===== config.mk =====
export PLATFORM = sky130hd
export DESIGN_NAME = exc_vector_unit
export DESIGN_NICKNAME = d
export VERILOG_FILES = /design/src/rtl/exc_pkg.sv /design/src/rtl/exc_align_check.sv /design/src/rtl/exc_prio_pick.sv /design/src/rtl/exc_state_save.sv /design/src/rtl/exc_vector_unit.sv
export SDC_FILE = /design/constraint.sdc
export NUM_CORES = 1
export LEC_CHECK = 0
export BUFFER_PORTS_ARGS = -buffer_cell sky130_fd_sc_hd__buf_2
export CAP_MARGIN = 10
export CORE_UTILIZATION = 23
export DETAILED_ROUTE_END_ITERATION = 16
export PLACE_DENSITY = 0.48
export SKIP_CTS_REPAIR_TIMING = 1
export SLEW_MARGIN = 10
export SYNTH_ARGS = -nofsm -noshare
export SYNTH_HDL_FRONTEND = slang
export SYNTH_SLANG_ARGS = --single-unit

===== constraint.sdc =====
create_clock -name clk -period 2.9 [get_ports clk]
set_input_delay 0.435 -clock clk [delete_from_list [all_inputs] [get_ports clk]]
set_output_delay 0.435 -clock clk [all_outputs]
set_load 0.01 [all_outputs]

===== src/rtl/exc_pkg.sv =====
package exc_pkg;

    localparam int NUM_SRC = 6;

    typedef enum logic [2:0] {
        CAUSE_NONE    = 3'd0,
        CAUSE_BUS     = 3'd1,
        CAUSE_ALIGN   = 3'd2,
        CAUSE_ILLEGAL = 3'd3,
        CAUSE_SYSCALL = 3'd4,
        CAUSE_TRAP    = 3'd5,
        CAUSE_TICK    = 3'd6
    } exc_cause_e;

    typedef enum logic [1:0] {
        SZ_BYTE  = 2'd0,
        SZ_HALF  = 2'd1,
        SZ_WORD  = 2'd2,
        SZ_WORD2 = 2'd3
    } acc_size_e;

    typedef enum logic {
        ST_USER  = 1'b0,
        ST_SUPER = 1'b1
    } mode_e;

    function automatic logic [11:0] vec_offset(exc_cause_e c);
        logic [11:0] off;
        case (c)
            CAUSE_BUS:     off = 12'h200;
            CAUSE_TICK:    off = 12'h500;
            CAUSE_ALIGN:   off = 12'h600;
            CAUSE_ILLEGAL: off = 12'h700;
            CAUSE_SYSCALL: off = 12'hC00;
            CAUSE_TRAP:    off = 12'hE00;
            default:       off = 12'h000;
        endcase
        return off;
    endfunction

endpackage


===== src/rtl/exc_align_check.sv =====
module exc_align_check #(
    parameter int AW = 32
) (
    input  logic                  valid,
    input  exc_pkg::acc_size_e    size,
    input  logic [1:0]            addr_lo,
    output logic                  misaligned
);
    import exc_pkg::*;

    logic bad;

    always_comb begin
        case (size)
            SZ_BYTE: bad = 1'b0;
            SZ_HALF: bad = addr_lo[0];
            default: bad = |addr_lo;
        endcase
        misaligned = valid & bad;
    end

endmodule


===== src/rtl/exc_prio_pick.sv =====
module exc_prio_pick #(
    parameter int N = 6
) (
    input  logic [N-1:0] req,
    output logic [N-1:0] grant,
    output logic         any
);
    assign grant[0] = req[0];
    for (genvar i = 1; i < N; i++) begin : g_rank
        assign grant[i] = req[i] & ~(|req[i-1:0]);
    end
    assign any = |req;

endmodule


===== src/rtl/exc_state_save.sv =====
module exc_state_save #(
    parameter int AW      = 32,
    parameter int SW      = 8,
    parameter int SUP_BIT = 0
) (
    input  logic          clk,
    input  logic          rst_n,
    input  logic          take,
    input  logic          ret,
    input  logic [AW-1:0] pc_in,
    input  logic [SW-1:0] status_in,
    output logic [AW-1:0] epc_q,
    output logic [SW-1:0] esr_q,
    output logic          supervisor
);
    import exc_pkg::*;

    mode_e state_q, state_d;
    mode_e ret_target;

    assign ret_target = esr_q[SUP_BIT] ? ST_SUPER : ST_USER;

    // next-state: T_EXC beats T_RET, otherwise hold
    always_comb begin
        state_d = state_q;
        unique case (state_q)
            ST_SUPER: begin
                if (take)     state_d = ST_SUPER;
                else if (ret) state_d = ret_target;
            end
            ST_USER: begin
                if (take)     state_d = ST_SUPER;
                else if (ret) state_d = ret_target;
            end
        endcase
    end

    always_ff @(posedge clk or negedge rst_n) begin
        if (!rst_n) state_q <= ST_SUPER;
        else        state_q <= state_d;
    end

    always_ff @(posedge clk or negedge rst_n) begin
        if (!rst_n) begin
            epc_q <= '0;
            esr_q <= '0;
        end else if (take) begin
            epc_q <= pc_in;
            esr_q <= status_in;
        end
    end

    always_comb begin
        supervisor = (state_q == ST_SUPER);
    end

endmodule


===== src/rtl/exc_vector_unit.sv =====
module exc_vector_unit #(
    parameter int            AW       = 32,
    parameter int            SW       = 8,
    parameter int            SUP_BIT  = 0,
    parameter logic [AW-1:0] VEC_BASE = '0
) (
    input  logic          clk,
    input  logic          rst_n,
    input  logic          mem_valid,
    input  logic [AW-1:0] mem_addr,
    input  logic [1:0]    mem_size,
    input  logic          mem_region_hit,
    input  logic          fetch_illegal,
    input  logic          insn_syscall,
    input  logic          insn_trap,
    input  logic          tick_expired,
    input  logic          eret,
    input  logic [AW-1:0] pc_in,
    input  logic [SW-1:0] status_in,
    output logic          exc_taken,
    output logic [2:0]    exc_cause,
    output logic          redirect_valid,
    output logic [AW-1:0] redirect_pc,
    output logic [AW-1:0] saved_pc,
    output logic [SW-1:0] saved_status,
    output logic          supervisor
);
    import exc_pkg::*;

    logic               misaligned;
    logic [NUM_SRC-1:0] req, grant;
    logic               any;
    exc_cause_e         cause;
    logic [AW-1:0]      vec_addr;
    logic [AW-AW/2-1:0] addr_hi_unused;

    assign addr_hi_unused = mem_addr[AW-1:AW/2];

    exc_align_check #(.AW(AW)) u_align (
        .valid      (mem_valid),
        .size       (acc_size_e'(mem_size)),
        .addr_lo    (mem_addr[1:0]),
        .misaligned (misaligned)
    );

    // request bit order is the priority order, bit 0 highest
    assign req = {tick_expired, insn_trap, insn_syscall, fetch_illegal,
                  misaligned, mem_valid & ~mem_region_hit};

    exc_prio_pick #(.N(NUM_SRC)) u_pick (
        .req   (req),
        .grant (grant),
        .any   (any)
    );

    always_comb begin
        cause = CAUSE_NONE;
        for (int i = 0; i < NUM_SRC; i++) begin
            if (grant[i]) cause = exc_cause_e'(3'(i + 1));
        end
        vec_addr = VEC_BASE + AW'(vec_offset(cause));
    end

    exc_state_save #(.AW(AW), .SW(SW), .SUP_BIT(SUP_BIT)) u_save (
        .clk        (clk),
        .rst_n      (rst_n),
        .take       (any),
        .ret        (eret),
        .pc_in      (pc_in),
        .status_in  (status_in),
        .epc_q      (saved_pc),
        .esr_q      (saved_status),
        .supervisor (supervisor)
    );

    always_comb begin
        exc_taken      = any;
        exc_cause      = cause;
        redirect_valid = any | eret;
        redirect_pc    = any ? vec_addr : saved_pc;
    end

endmodule


After elaboration in Yosys (flattened, before gate mapping)
Cells that the tools add are included.
Storage, ports and cells
  register bits: 41
  input bits: 83
  output and inout bits: 78
Operators by class
  equal/unequal tests: 7
  multiplexer cells: 15
  bitwise logic cells: 15
  reduce and logical (&&, ||, !) cells: 7
Operators by type and width (number)
  one-hot mux 12 bit (6 select lines): 1
  two-way mux 32 bit: 1
  two-way mux 3 bit: 5
  equality test 3 bit, second input constant: 3
  bitwise AND 1 bit: 7
  inverter 1 bit: 7
  equality test 3 x 2 -> 1 bit, second input constant: 2
  two-way mux 1 bit: 6
  OR reduction 6 bit: 1
  OR reduction 5 bit: 1
  one-hot mux 1 bit (2 select lines): 2
  OR reduction 2 bit: 2
  OR reduction 4 bit: 1
  equality test 3 x 1 -> 1 bit, second input constant: 1
  OR reduction 3 bit: 1
  equality test 2 x 1 -> 1 bit, second input constant: 1
  zero test 2 bit: 1
  OR 1 bit: 1

Logic depth before layout (Yosys ltp)
  word-level depth: 13
  depth in mapped cells: 6
  depth with buffers taken out: 5

Cells and area by module
Synthesis repeated with hierarchy kept, for this count alone.
Unflattened totals
  cells, all modules: 156
  area, all modules: 2147.1 um2
By module, submodules not included
  exc_state_save: instances 1, cells each 89, area each 1737.9 um2
  exc_vector_unit: instances 1, cells each 55, area each 330.3 um2
  exc_prio_pick: instances 1, cells each 9, area each 62.6 um2
  exc_align_check: instances 1, cells each 3, area each 16.3 um2

Worst setup path after synthesis
OpenSTA, ideal clock, no wires.
  path type: input to output
  from: in mem_size[1]
  to: out redirect_pc[10]
  arrival time: 1.451 ns
  path slack: 1.014 ns
  cell stages on the path: 6
  path through: o21ai_1 -> o211ai_2 -> nor4_4 -> inv_2 -> buf_6 -> o21a_1
On the way
  elaborated cells on any way between the ends: 31
  classes of those cells: 7 x eq/ne; 8 x mux; 10 x bitwise; 6 x reduce/logical
RTL lines
  start: declaration: RTL line exc_vector_unit.sv:11  | input logic [1:0] mem_size,
  equality test 2 x 1 -> 1 bit / zero test 2 bit (equally long branches): RTL line exc_align_check.sv:14  | case (size)
  one-hot mux 1 bit (2 select lines) (*): RTL line exc_align_check.sv:14
  bitwise AND 1 bit (*): RTL line exc_align_check.sv:19  | misaligned = valid & bad;
  OR reduction 6 bit (*): RTL line exc_prio_pick.sv:12  | assign any = |req;
  net exc_taken: RTL line exc_vector_unit.sv:20  | output logic exc_taken,
  two-way mux 32 bit (*): RTL line exc_vector_unit.sv:80  | redirect_pc = any ? vec_addr : saved_pc;
  end: declaration: RTL line exc_vector_unit.sv:23  | output logic [AW-1:0] redirect_pc,
The timed path passes the listed nets; every way through them passes the cells marked *.

Final worst setup path
  from: in mem_size[1]
  to: out redirect_pc[2]
On the way
  word-level cells in the longest chain between the ends: 5
  elaborated cells on any way between the ends: 6
  classes of those cells: 1 x eq/ne; 2 x mux; 1 x bitwise; 2 x reduce/logical
Ends and longest elaborated chain (RTL line)
  equality test 2 x 1 -> 1 bit / zero test 2 bit (equally long branches): exc_align_check.sv:14
  one-hot mux 1 bit (2 select lines) (*): exc_align_check.sv:14
  bitwise AND 1 bit (*): exc_align_check.sv:19
  OR reduction 6 bit (*): exc_prio_pick.sv:12
  two-way mux 32 bit (*): exc_vector_unit.sv:80
Mark *: on every way between the ends. The rest lies on a longest branch, timed or not.

==> metrics.txt <==
post-layout minimum cycle time 2.134 ns; WL final roughly 4900 µm; Layout Nets between 300 and 400; GP Congestion 0.6455; clock root buffer clkbuf_8; vias in the first global route approximately 1,400; synthesis-to-finish area growth 40.89%; clock tree from TritonCTS yes; startpoint types input pin; layout cell share with drive strength beyond 1 0.6584; worst skew pair latency 0.29 ns; # placed instances 378; Placement Setup Slack 0.7318 ns; FF-to-FF Start u_save.epc_q[22]; Final Core Density 0.3415; Setup crit end kind output pin; final number of setup-violating endpoints 0; Num CTS Buffers 5; status finished clean; Synth top area share 0.4926; Die Wd 95.99 µm; Inserted Diodes 0; Sinks on Clock Net 41; Final Hold Vio Count 0; crit-path max FO 17; Initial Util 0.2424; first-pass GRT wire length 7182 µm; Layout Cells excl Fill 386; worst min path class input pin to async pin; I/O Buffers 130; Post-DRT Antenna Nets 0; # DRC 0; Cell Pwr Density 417.2 mW/mm²; CTS clk-pin slew, worst paths 0.08 ns; Max VDD drop 0.1668 mV; RSZ-0062 raised after global routing no; Max Clock Freq 468.6 MHz; Register Area 0.001027 mm²; routed wire length per instance 12.77 µm; worst-margin pin slew 0.9405 ns; Post-Synthesis Cell Area 0.002032 mm²; setup TNS 0 ns; Die Y-Extent 95.99 µm; max-slew violations 0; via/cell ratio 4.117; DR iter-0 viols 8; antenna violations before repair 0; Synth area leaders dfrtp_1 49%, mux2_4 27%, and2_1 8.6%, buf_6 2.2%, dfstp_2 1.3%; multi-input logic area a little over 900 µm²; Req. time, crit path 2.47 ns; mean area per synthesized cell 13.82 µm²; fin crit share 0.7359; Yosys warnings 0; Synth Register Bits 41; reg2reg end u_save.epc_q[22]; worst hold margin about 0.29 ns; core area 0.008382 mm²; placed wire-length estimate 3707 µm; I/O pin cnt 161; via count 1,589; DR pass1 iterations 4; Yosys cell types 25; Fillers 885; Syn Nets 230; FF-to-FF path depth 1; Setup crit end redirect_pc[2]; Setup Skew 0.0005779 ns; worst-case clock buffer depth 2; PnR worst setup slack 0.7658 ns; Slew HR 0.3730; Die ar. approximately 0.0092 mm²; R2R Setup Slk 2.10 ns; max_cap viols 0; largest net degree at the start of global routing 42; Post-Syn Instances 147; total track usage 0.1053; Arr. time, crit path 1.70 ns; row count 33; CP startpoint mem_size[1]; Crit Path Category input pin to output pin; area leader, netlist dfrtp_1; grt total ovfl 0; htree depth 2; sequential share of the synthesized area 0.5055; leakage 1.607 nW
-- power breakdown --
part           internal, mW  total (mW)  switching [mW]  leakage (nW)
clock                 0.167       0.355           0.188        0.0450
combinational         0.115       0.209          0.0944          1.09
sequential            0.606       0.630          0.0244         0.477
total                 0.887        1.19           0.307          1.61
-- cell type report --
cell class	count	area share
clock buffer	6	0.02535
inverter	3	0.003934
clock inverter	2	0.003496
multi-input combinational	95	0.3247
sequential	41	0.3588
timing repair buffer	134	0.2378
tap	105	0.04589
-- Yosys cell counts --
master     number
o21a_1          2
o21ai_0         3
o21ai_1         1
nand3_1         1
buf_4           1
nand2b_1        3
nand2_1         5
nor2_1          4
dfrtp_1        40
clkbuf_1        3
mux2i_1         1
a21oi_1         2
and2_1         28
nor4_4          1
o2bb2ai_1       1
a22oi_1         1
nor3_1          1
buf_6           4
dfstp_2         1
a21oi_2         1
mux2_2          2
mux2_4         37
o211ai_2        1
inv_2           1
inv_1           2
-- cell usage in the layout, fill, tap and decap left out, drive strengths merged --
cell type,instances
nor3,1
o21ai,4
nand2b,3
nor2,4
nor4,1
dfrtp,40
inv,3
mux2,39
o2bb2ai,1
dfstp,1
clkinv,2
nand3,1
and2,28
o211ai,1
buf,134
a21oi,3
o21a,2
nand2,5
mux2i,1
clkbuf,6
a22oi,1
-- metrics by stage --
stage | area, µm² | power [mW]
after floorplan | 2032 | 0.7446
after global placement | 2780 | 0.8519
after detailed placement | 2780 | 0.8539
after CTS | 2863 | 1.224
after global routing | 2863 | 1.274
final | 2863 | 1.194
-- state kept, by name, indices dropped and copies added, names as in the netlist --
register and flops:
u_save.supervisor 1, u_save.epc_q 32, u_save.esr_q 8
-- critical path, cell delays in order --
cell and delay, ns:
buf_2 0.12, o21ai_1 0.21, o211ai_2 0.17, nor4_4 0.24, buf_4 0.26, and2_1 0.15
buf_2 0.12
-- cell families after synthesis --
group | synth area share
AO/OA/AOI/OAI | 0.04064
buffers and inverters | 0.03694
flip-flops | 0.5055
multiplexers | 0.2894
AND/OR/NAND/NOR | 0.1275
-- worst min-delay path by stage --
stage / cells after the start / end / start
final: 1 / u_save.epc_q[18] / rst_n
after global routing: 2 / u_save.epc_q[21] / pc_in[21]
after CTS: 1 / u_save.epc_q[5] / rst_n
after detailed placement: 1 / u_save.esr_q[5] / u_save.esr_q[5]
after global placement: 1 / u_save.esr_q[3] / u_save.esr_q[3]
after floorplan: 0 / u_save.epc_q[0] / rst_n
-- routing by layer --
layer  vias to the layer above  track usage  wire length (µm)
met3                         5      0.03397               383
met4                         0      0.03358                52
li1                        760            -                 -
met5                         -            0                 0
met1                       745       0.1292              2172
met2                        79       0.1743              2322
Power figures use the tool's default switching activity.
